===== src/rtl/eth_csr_pkg.sv =====
package eth_csr_pkg;
  localparam int DW = 16;

  // status word bit positions
  localparam int B_INIT = 0;
  localparam int B_STRT = 1;
  localparam int B_STOP = 2;
  localparam int B_TDMD = 3;
  localparam int B_TXON = 4;
  localparam int B_RXON = 5;
  localparam int B_INEA = 6;
  localparam int B_INTR = 7;
  localparam int B_ERR  = 15;

  // event flags occupy a contiguous field starting here
  localparam int EV_LO = 8;
  localparam int EV_N  = 7;
  // event index inside that field: 0 idon,1 tint,2 rint,3 merr,4 miss,5 cerr,6 babl
  localparam int EV_ERR_LO = 3;

  // register indices
  localparam int IDX_STAT    = 0;
  localparam int IDX_IADR_LO = 1;
  localparam int IDX_IADR_HI = 2;
  localparam int IDX_BCTL    = 3;
  localparam int IDX_FILT    = 8;
  localparam int IDX_MODE    = 15;

  localparam int BCTL_W      = 3;
  localparam int PROMISC_BIT = 15;
endpackage


===== src/rtl/eth_csr_port.sv =====
module eth_csr_port
  import eth_csr_pkg::*;
#(
  parameter int PTR_W = 4
) (
  input  logic             clk,
  input  logic             rst,
  input  logic             cs,
  input  logic             we,
  input  logic             port,
  input  logic [DW-1:0]    wdata,
  input  logic [DW-1:0]    stat_rd,
  input  logic [DW-1:0]    cfg_rd,
  output logic [PTR_W-1:0] ptr_q,
  output logic             stat_we,
  output logic             cfg_we,
  output logic [DW-1:0]    rdata_q
);
  logic data_we;
  logic sel_stat;

  assign data_we  = cs & we & ~port;
  assign sel_stat = (ptr_q == PTR_W'(IDX_STAT));
  assign stat_we  = data_we & sel_stat;
  assign cfg_we   = data_we & ~sel_stat;

  always_ff @(posedge clk) begin
    if (rst) begin
      ptr_q <= '0;
    end else if (cs && we && port) begin
      ptr_q <= wdata[PTR_W-1:0];
    end
  end

  always_ff @(posedge clk) begin
    if (rst) begin
      rdata_q <= '0;
    end else if (cs && !we) begin
      if (port)          rdata_q <= DW'(ptr_q);
      else if (sel_stat) rdata_q <= stat_rd;
      else               rdata_q <= cfg_rd;
    end
  end
endmodule


===== src/rtl/eth_csr_status.sv =====
module eth_csr_status
  import eth_csr_pkg::*;
(
  input  logic            clk,
  input  logic            rst,
  input  logic            wr_en,
  input  logic [DW-1:0]   wdata,
  input  logic [EV_N-1:0] ev_in,
  output logic [DW-1:0]   stat_word,
  output logic            stop_cmd,
  output logic            stopped,
  output logic            irq_q,
  output logic            cmd_init,
  output logic            cmd_start,
  output logic            cmd_stop,
  output logic            cmd_tdmd
);
  logic            init_q, strt_q, stop_q, tdmd_q, txon_q, rxon_q, inea_q;
  logic [EV_N-1:0] ev_q;

  logic [DW-1:0]   w1;
  logic            start_cmd, init_cmd, tdmd_cmd;
  logic [EV_N-1:0] ev_d;
  logic            inea_d, err_d, intr_d, err_q, intr_q;
  logic            init_d, strt_d, stop_d, tdmd_d, txon_d, rxon_d;

  always_comb begin
    w1        = wr_en ? wdata : '0;
    stop_cmd  = w1[B_STOP];
    // a stop request overrides every other command in the same write
    start_cmd = w1[B_STRT] & ~stop_cmd;
    init_cmd  = w1[B_INIT] & ~stop_cmd;
    tdmd_cmd  = w1[B_TDMD] & ~stop_cmd;

    // a pulse beats a simultaneous clear; stop wipes everything
    ev_d   = stop_cmd ? '0 : ((ev_q & ~w1[EV_LO +: EV_N]) | ev_in);
    inea_d = wr_en ? wdata[B_INEA] : inea_q;
    err_d  = |ev_d[EV_N-1:EV_ERR_LO];
    intr_d = err_d | (|ev_d[EV_ERR_LO-1:0]);

    init_d = init_q; strt_d = strt_q; stop_d = stop_q;
    tdmd_d = tdmd_q; txon_d = txon_q; rxon_d = rxon_q;
    if (stop_cmd) begin
      init_d = 1'b0; strt_d = 1'b0; stop_d = 1'b1;
      tdmd_d = 1'b0; txon_d = 1'b0; rxon_d = 1'b0;
    end else begin
      if (init_cmd) init_d = 1'b1;
      if (tdmd_cmd) tdmd_d = 1'b1;
      if (start_cmd) begin
        strt_d = 1'b1; stop_d = 1'b0;
        txon_d = 1'b1; rxon_d = 1'b1;
      end
    end
  end

  always_ff @(posedge clk) begin
    if (rst) begin
      init_q <= 1'b0; strt_q <= 1'b0; stop_q <= 1'b1; tdmd_q <= 1'b0;
      txon_q <= 1'b0; rxon_q <= 1'b0; inea_q <= 1'b0;
      ev_q   <= '0;
      irq_q  <= 1'b0;
      cmd_init <= 1'b0; cmd_start <= 1'b0; cmd_stop <= 1'b0; cmd_tdmd <= 1'b0;
    end else begin
      init_q <= init_d; strt_q <= strt_d; stop_q <= stop_d; tdmd_q <= tdmd_d;
      txon_q <= txon_d; rxon_q <= rxon_d; inea_q <= inea_d;
      ev_q   <= ev_d;
      irq_q  <= intr_d & inea_d;
      cmd_init  <= init_cmd;
      cmd_start <= start_cmd;
      cmd_stop  <= stop_cmd;
      cmd_tdmd  <= tdmd_cmd;
    end
  end

  assign err_q  = |ev_q[EV_N-1:EV_ERR_LO];
  assign intr_q = err_q | (|ev_q[EV_ERR_LO-1:0]);
  assign stopped = stop_q;

  always_comb begin
    stat_word                  = '0;
    stat_word[B_INIT]          = init_q;
    stat_word[B_STRT]          = strt_q;
    stat_word[B_STOP]          = stop_q;
    stat_word[B_TDMD]          = tdmd_q;
    stat_word[B_TXON]          = txon_q;
    stat_word[B_RXON]          = rxon_q;
    stat_word[B_INEA]          = inea_q;
    stat_word[B_INTR]          = intr_q;
    stat_word[EV_LO +: EV_N]   = ev_q;
    stat_word[B_ERR]           = err_q;
  end
endmodule


===== src/rtl/eth_csr_cfg.sv =====
module eth_csr_cfg
  import eth_csr_pkg::*;
#(
  parameter int PTR_W      = 4,
  parameter int FILT_WORDS = 4
) (
  input  logic                     clk,
  input  logic                     rst,
  input  logic                     wr_en,
  input  logic [PTR_W-1:0]         ptr,
  input  logic [DW-1:0]            wdata,
  input  logic                     stopped,
  input  logic                     stop_cmd,
  output logic [2*DW-1:0]          iadr,
  output logic [BCTL_W-1:0]        bctl,
  output logic [FILT_WORDS*DW-1:0] filt,
  output logic                     promisc,
  output logic [DW-1:0]            rd_data
);
  logic lw;
  assign lw = wr_en & stopped;

  logic [DW-1:0] iadr_lo_q, iadr_hi_q;

  always_ff @(posedge clk) begin
    if (rst) begin
      iadr_lo_q <= '0;
      iadr_hi_q <= '0;
      promisc   <= 1'b0;
    end else if (lw) begin
      if (ptr == PTR_W'(IDX_IADR_LO)) iadr_lo_q <= wdata;
      if (ptr == PTR_W'(IDX_IADR_HI)) iadr_hi_q <= wdata;
      if (ptr == PTR_W'(IDX_MODE))    promisc   <= wdata[PROMISC_BIT];
    end
  end

  always_ff @(posedge clk) begin
    if (rst || stop_cmd) begin
      bctl <= '0;
    end else if (lw && ptr == PTR_W'(IDX_BCTL)) begin
      bctl <= wdata[BCTL_W-1:0];
    end
  end

  assign iadr = {iadr_hi_q, iadr_lo_q};

  for (genvar g = 0; g < FILT_WORDS; g++) begin : g_filt
    logic [DW-1:0] word_q;
    always_ff @(posedge clk) begin
      if (rst) begin
        word_q <= '0;
      end else if (lw && ptr == PTR_W'(IDX_FILT + g)) begin
        word_q <= wdata;
      end
    end
    assign filt[g*DW +: DW] = word_q;
  end

  always_comb begin
    rd_data = '0;
    if (ptr == PTR_W'(IDX_IADR_LO)) rd_data = iadr_lo_q;
    if (ptr == PTR_W'(IDX_IADR_HI)) rd_data = iadr_hi_q;
    if (ptr == PTR_W'(IDX_BCTL))    rd_data = DW'(bctl);
    if (ptr == PTR_W'(IDX_MODE))    rd_data[PROMISC_BIT] = promisc;
    for (int k = 0; k < FILT_WORDS; k++) begin
      if (ptr == PTR_W'(IDX_FILT + k)) rd_data = filt[k*DW +: DW];
    end
  end
endmodule


===== src/rtl/eth_csr_file.sv =====
module eth_csr_file
  import eth_csr_pkg::*;
#(
  parameter int PTR_W      = 4,
  parameter int FILT_WORDS = 4
) (
  input  logic                     clk,
  input  logic                     rst,
  input  logic                     host_cs,
  input  logic                     host_we,
  input  logic                     host_port,
  input  logic [DW-1:0]            host_wdata,
  output logic [DW-1:0]            host_rdata,
  input  logic                     ev_idon,
  input  logic                     ev_tint,
  input  logic                     ev_rint,
  input  logic                     ev_merr,
  input  logic                     ev_miss,
  input  logic                     ev_cerr,
  input  logic                     ev_babl,
  output logic                     cmd_init,
  output logic                     cmd_start,
  output logic                     cmd_stop,
  output logic                     cmd_tdmd,
  output logic                     irq,
  output logic [2*DW-1:0]          init_addr,
  output logic [BCTL_W-1:0]        bus_ctl,
  output logic [FILT_WORDS*DW-1:0] addr_filter,
  output logic                     promisc
);
  logic [PTR_W-1:0] ptr_q;
  logic             stat_we, cfg_we;
  logic [DW-1:0]    stat_word, cfg_rd;
  logic             stop_cmd, stopped;
  logic [EV_N-1:0]  ev_vec;

  assign ev_vec = {ev_babl, ev_cerr, ev_miss, ev_merr, ev_rint, ev_tint, ev_idon};

  eth_csr_port #(.PTR_W(PTR_W)) u_port (
    .clk(clk), .rst(rst), .cs(host_cs), .we(host_we), .port(host_port),
    .wdata(host_wdata), .stat_rd(stat_word), .cfg_rd(cfg_rd),
    .ptr_q(ptr_q), .stat_we(stat_we), .cfg_we(cfg_we), .rdata_q(host_rdata)
  );

  eth_csr_status u_stat (
    .clk(clk), .rst(rst), .wr_en(stat_we), .wdata(host_wdata), .ev_in(ev_vec),
    .stat_word(stat_word), .stop_cmd(stop_cmd), .stopped(stopped), .irq_q(irq),
    .cmd_init(cmd_init), .cmd_start(cmd_start), .cmd_stop(cmd_stop),
    .cmd_tdmd(cmd_tdmd)
  );

  eth_csr_cfg #(.PTR_W(PTR_W), .FILT_WORDS(FILT_WORDS)) u_cfg (
    .clk(clk), .rst(rst), .wr_en(cfg_we), .ptr(ptr_q), .wdata(host_wdata),
    .stopped(stopped), .stop_cmd(stop_cmd), .iadr(init_addr), .bctl(bus_ctl),
    .filt(addr_filter), .promisc(promisc), .rd_data(cfg_rd)
  );
endmodule


===== config.mk =====
export PLATFORM = sky130hd
export DESIGN_NAME = eth_csr_file
export DESIGN_NICKNAME = d
export VERILOG_FILES = /design/src/rtl/eth_csr_pkg.sv /design/src/rtl/eth_csr_port.sv /design/src/rtl/eth_csr_status.sv /design/src/rtl/eth_csr_cfg.sv /design/src/rtl/eth_csr_file.sv
export SDC_FILE = /design/constraint.sdc
export NUM_CORES = 1
export LEC_CHECK = 0
export ABC_AREA = 1
export BUFFER_PORTS_ARGS = -buffer_cell sky130_fd_sc_hd__buf_4
export CORE_MARGIN = 1.5
export CORE_UTILIZATION = 48
export CTS_CLUSTER_DIAMETER = 50
export CTS_CLUSTER_SIZE = 14
export DETAILED_ROUTE_END_ITERATION = 7
export PLACE_DENSITY = 0.75
export SLEW_MARGIN = 20
export SYNTH_ARGS = -nofsm -noshare
export SYNTH_HDL_FRONTEND = slang
export SYNTH_SLANG_ARGS = --single-unit

===== constraint.sdc =====
create_clock -name clk -period 1.6 [get_ports clk]
set_input_delay 0.08 -clock clk [delete_from_list [all_inputs] [get_ports clk]]
set_output_delay 0.08 -clock clk [all_outputs]
set_load 0.01 [all_outputs]

---- Word-level counts from Yosys, hierarchy flattened ----
Cells that the tools add are included.
word-level totals
  flip-flop bits (word level) ............. 137
  input port bits ......................... 28
  output and inout port bits .............. 121
  word-level logic and storage cells ...... 78
cells by class
  equal/unequal tests ..................... 8
  mux-type cells .......................... 13
  bitwise gates (word level) .............. 17
  reductions and logical operators ........ 19
operator list
  cell                                                              count
  16-bit two-way mux                                                9
  4-bit == test (second input constant)                             5
  15-bit two-way mux                                                1
  1-bit bitwise AND                                                 9
  4-bit by 2-bit == test with 1-bit output (second input constant)  2
  1-bit logical AND                                                 8
  4-bit OR reduction                                                2
  7-bit bitwise AND                                                 1
  7-bit two-way mux                                                 1
  7-bit NOT                                                         1
  7-bit OR                                                          1
  2-bit AND reduction                                               3
  3-bit OR reduction                                                2
  4-bit by 1-bit == test with 1-bit output (second input constant)  1
  4-bit zero test                                                   1
  1-bit NOT                                                         3
  1-bit two-way mux                                                 2
  1-bit OR                                                          2
  2-bit OR reduction                                                1
  1-bit zero test                                                   1
  1-bit logical OR                                                  1

---- Depth between registers and ports, before layout ----
  word-level depth ........................ 11
  gate-level depth with buffers ........... 10
  depth with buffers taken out ............ 10

---- Hierarchy ----
From an unflattened synthesis, not the netlist that was laid out.
second synthesis, totals
  cell total of the unflattened synthesis .. 881
  area, all modules ....................... 6,253.5 um2
modules (own cells, without submodules)
  module          instances  cells an instance  area an instance (um2)  seq. area each (um2)
  eth_csr_cfg     1          616                4,384.2                 2,001.9
  eth_csr_port    1          175                1,171.1                 400.4
  eth_csr_status  1          90                 698.2                   340.3

---- Least setup slack after synthesis ----
OpenSTA, ideal clock, no wires.
  kind .................................... register -> register
  start point ............................. register u_port.ptr_q[2]
  end point ............................... register u_stat.irq_q
  library setup time ...................... 112 ps
  arrival ................................. 1,466 ps
  required time ........................... 1,488 ps
  path slack .............................. 23 ps
  stages on the path, launching flop included .. 10
  path buffers ............................ 1
  period minus slack after synthesis ...... 1,577 ps
  cell sequence ........................... dfxtp_1 -> nor2_2 -> nand2_2 -> nor2_1 -> buf_4 -> nand2_1 -> a21oi_1 -> nand4_1 -> nor2_1 -> nor2_1
between the ends
  cells in the longest elaborated chain, start to end .. 10
  elaborated cells between the ends (all ways) .. 12
  those cells by class .................... mux: 3; bitwise: 6; reduce/logical: 3
ends and longest elaborated chain
  element                                                          RTL line                                    text
  from (decl)                                                      eth_csr_port.sv:14                          output logic [PTR_W-1:0] ptr_q,
  from (signal assigned)                                           eth_csr_port.sv:31                          ptr_q <= wdata[PTR_W-1:0];
  4-bit zero test *                                                eth_csr_port.sv:23                          assign sel_stat = (ptr_q == PTR_W'(IDX_STAT));
  1-bit bitwise AND *                                              eth_csr_port.sv:24                          assign stat_we = data_we & sel_stat;
  15-bit two-way mux                                               eth_csr_status.sv:28                        w1 = wr_en ? wdata : '0;
  7-bit NOT                                                        eth_csr_status.sv:36                        ev_d = stop_cmd ? '0 : ((ev_q & ~w1[EV_LO +: EV_N]) | ev_in);
  7-bit bitwise AND                                                eth_csr_status.sv:36
  7-bit OR                                                         eth_csr_status.sv:36
  7-bit two-way mux                                                eth_csr_status.sv:36
  4-bit OR reduction / 3-bit OR reduction (equally long branches)  eth_csr_status.sv:38, eth_csr_status.sv:39
  1-bit OR                                                         eth_csr_status.sv:39                        intr_d = err_d | (|ev_d[EV_ERR_LO-1:0]);
  1-bit bitwise AND *                                              eth_csr_status.sv:67                        irq_q <= intr_d & inea_d;
  to (signal assigned)                                             eth_csr_status.sv:67
  to (decl)                                                        eth_csr_status.sv:12                        output logic irq_q,
Mark *: on every way between the ends. The rest lies on a longest branch, timed or not.
A chain may end at the register's enable or synchronous reset.

---- Worst setup path after layout ----
  start point ............................. register u_port.ptr_q[2]
  end point ............................... register u_cfg.iadr_lo_q[0]
between the ends
  cells in the longest elaborated chain, start to end .. 5
  elaborated cells between the ends (all ways) .. 6
  those cells by class .................... eq/ne: 1; bitwise: 3; reduce/logical: 2
ends and longest elaborated chain
  element                                 RTL line            text
  4-bit zero test                         eth_csr_port.sv:23
  1-bit NOT                               eth_csr_port.sv:25  assign cfg_we = data_we & ~sel_stat;
  1-bit bitwise AND                       eth_csr_port.sv:25
  1-bit bitwise AND                       eth_csr_cfg.sv:21   assign lw = wr_en & stopped;
  2-bit AND reduction (no source line) *  --
  to (signal assigned)                    eth_csr_cfg.sv:31   if (ptr == PTR_W'(IDX_IADR_LO)) iadr_lo_q <= wdata;
  to (decl)                               eth_csr_cfg.sv:23   logic [DW-1:0] iadr_lo_q, iadr_hi_q;
Marked as above.

==> metrics.cfg <==
[clock_network]
cts_sinks = 137
htreeDepth = 4
worstSkewPairLatency_ns = 0.42
clockBufferDepth = 2
cts_root_buffer = clkbuf_16
path_clk_slew_ns = 0.06
cts_made_buffers = 17
cts_tree = done

[layout]
final_common_cell = buf_4
fin_nets = 1004
antenna_cells = 0
finalInstanceArea_um2 = 8710
fin_util = 0.753
final_cell_mix = 190 x buf_4, 133 x dfxtp_1, 116 x nand2_1, 115 x a21oi_1, 87 x nand3_1
syn_to_final_growth_pct = 50.5
fin_cells = 1131
fillers = 850
drive_gt1_frac = 0.321

[floorplan]
core-area_um2 = 11600
die_area_um2 = 12700
die_y_um = 113
rows = 39
die_w_um = 113
start_util = 0.500
io_pins = 149

[timing]
worst_pin_slew_ns = 0.539
grt_setup_unrepaired = yes
hold_viol_final = 0
tns_ns = -0.229
period_minus_slack_ns = 1.62
max_slew_margin = 0.641
fmax_ghz = 0.615
setup_violations = 17
setup_ws_ns = -0.0249
drv_slew = 0
hold_ws_ns = 0.0789
fin_skew_ns = 0.00924
period_share = 1.02

[route]
drt-total-wl_um = 21000
firstDrtPassIters = 6
ant_nets = 0
vias = 6518
drc_errors = 0
drt_iter0_markers = 673
drt-vias-per-instance = 5.76
wl_per_cell_um = 18.6

[synthesis]
syn_area_um2 = 5790
synthCells = 766
yosysWarnings = 0
syn_nets = 794
avgSynthCellArea_um2 = 7.55
yosysSeqAreaShare = 0.474
synth_cell_types = 26
synth.ff_latch_count = 137

[global_routing]
gr-total-overflow = 0
grt_use_total = 0.313
grt_max_degree = 39
grt_pass1_vias = 6035
grt_first_pass_wirelength_um = 31100
antenna_found_initial = 0

[setup_path]
arrival_ns = 1.96
cp_data_required_time_ns = 1.94
path_cells = nor2_4, nand2_2, buf_6, nand2_8, nor4_4, buf_6, buf_12, nor2_4, a211oi_2
crit_path_start_kind = flip-flop
cp_slowest_cell = dfxtp_4
critPathMaxStageDelay_ns = 0.38
r2r_cells = 9
crit_fanout = 8
worst_setup_path_end_kind = flip-flop
path_class = flip-flop to flip-flop

[outcome]
violations = setup timing
outcome = finished, violations left

[placement]
dp_hpwl_um = 14100
dp_slack_ns = -0.0558
portBuffers = 148
place_area_um2 = 7460
dp.cells = 1067
place_congestion = 0.943

[worst_hold_path]
hp-class = primary input to flip-flop
holdPathStages = 4

[power_and_ir_drop]
total_power_mw = 8.42
leakage_nw = 3.68
power_density_nw_per_um2 = 967
irDropWorstVdd_mv = 0.554

[flow_run]
max-cap-violations = 0

worst max-delay path: cells and delay by family (launching register included):
family,cells,cell delay (ns)
compound gates,1,0.18
buf+inv,3,0.45
flops,1,0.38
simple gates,5,0.53
registers in the layout, indices dropped and copies added, names as in the netlist, 3 cells and up:
register             flops
u_port.ptr_q             4
u_cfg.iadr_lo_q         16
u_cfg.bctl               3
u_cfg.iadr_hi_q         16
u_cfg.g_filt.word_q     64
u_stat.ev_q              7
u_port.rdata_q          16
repair_timing:
action / CTS / global route
gates resized for setup: 19 / 52
setup buffers: 0 / 4
hold buffers: 24 / 0
endpoints found under the hold margin: 52 / 0
cloned: 0 / 5
pin swaps: 0 / 8
endpoints found under the setup margin: 60 / 115
final cells by class:
cell class | instances | area, µm² | share of cell area
tap | 143 | 179 | 0.0205
multi-input combinational | 521 | 2780 | 0.319
clock buffer | 24 | 482 | 0.0553
clock inverter | 7 | 140 | 0.0161
timing repair buffer | 239 | 2140 | 0.246
inverter | 60 | 238 | 0.0273
sequential | 137 | 2750 | 0.316
final timing paths:
| path | to | startpoint | slack (ns) |
|---|---|---|---|
| setup / recovery | u_cfg.iadr_lo_q[0] | u_port.ptr_q[2] | -0.02 |
| hold / removal | u_port.rdata_q[1] | host_we | 0.08 |
| setup reg to reg | u_cfg.iadr_lo_q[0] | u_port.ptr_q[2] | -0.02 |
| hold reg to reg | u_stat.tdmd_q | u_stat.tdmd_q | 0.46 |
cell usage after synthesis:
| master | n | area [µm²] |
|---|---|---|
| nor3_2 | 1 | 10.0 |
| nor4_4 | 2 | 42.5 |
| dfxtp_1 | 137 | 2740 |
| inv_2 | 6 | 22.5 |
| a211oi_1 | 2 | 15.0 |
| nor3b_1 | 1 | 7.51 |
| nand2_2 | 1 | 6.26 |
| buf_4 | 2 | 15.0 |
| o21bai_1 | 8 | 60.1 |
| o21ai_0 | 82 | 410 |
| nor2_1 | 45 | 169 |
| buf_2 | 23 | 115 |
| nand4_1 | 4 | 25.0 |
| nand2_4 | 1 | 11.3 |
| nor3_1 | 5 | 25.0 |
| nor2_2 | 4 | 25.0 |
| o21ai_1 | 5 | 25.0 |
| nand2_1 | 119 | 447 |
| inv_1 | 54 | 203 |
| clkbuf_1 | 23 | 86.3 |
| nand3_1 | 92 | 460 |
| a21oi_1 | 131 | 656 |
| nor2_4 | 1 | 11.3 |
| nor4_1 | 1 | 6.26 |
| a211oi_2 | 14 | 175 |
| o21a_1 | 2 | 15.0 |
metal layers:
metal | share of wire | routed length (µm) | GRT usage
met1 | 0.40 | 8310 | 0.387
met2 | 0.49 | 10300 | 0.516
met3 | 0.084 | 1760 | 0.0702
met4 | 0.033 | 699 | 0.153
met5 | 0 | 0 | 0
power breakdown:
part           switching (mW)  internal (mW)  total [mW]
Combinational           0.448          0.319       0.767
Sequential             0.0387           3.46        3.50
Clock                    1.43           2.72        4.15
Total                    1.92           6.50        8.42
cells by family after synthesis:
logic type,synth area share
and+or+nand+nor,0.215
AOI/OAI and AO/OA,0.234
DFF,0.474
buffers and inverters,0.0763
Note: power is estimated with default switching activity, not from simulation.
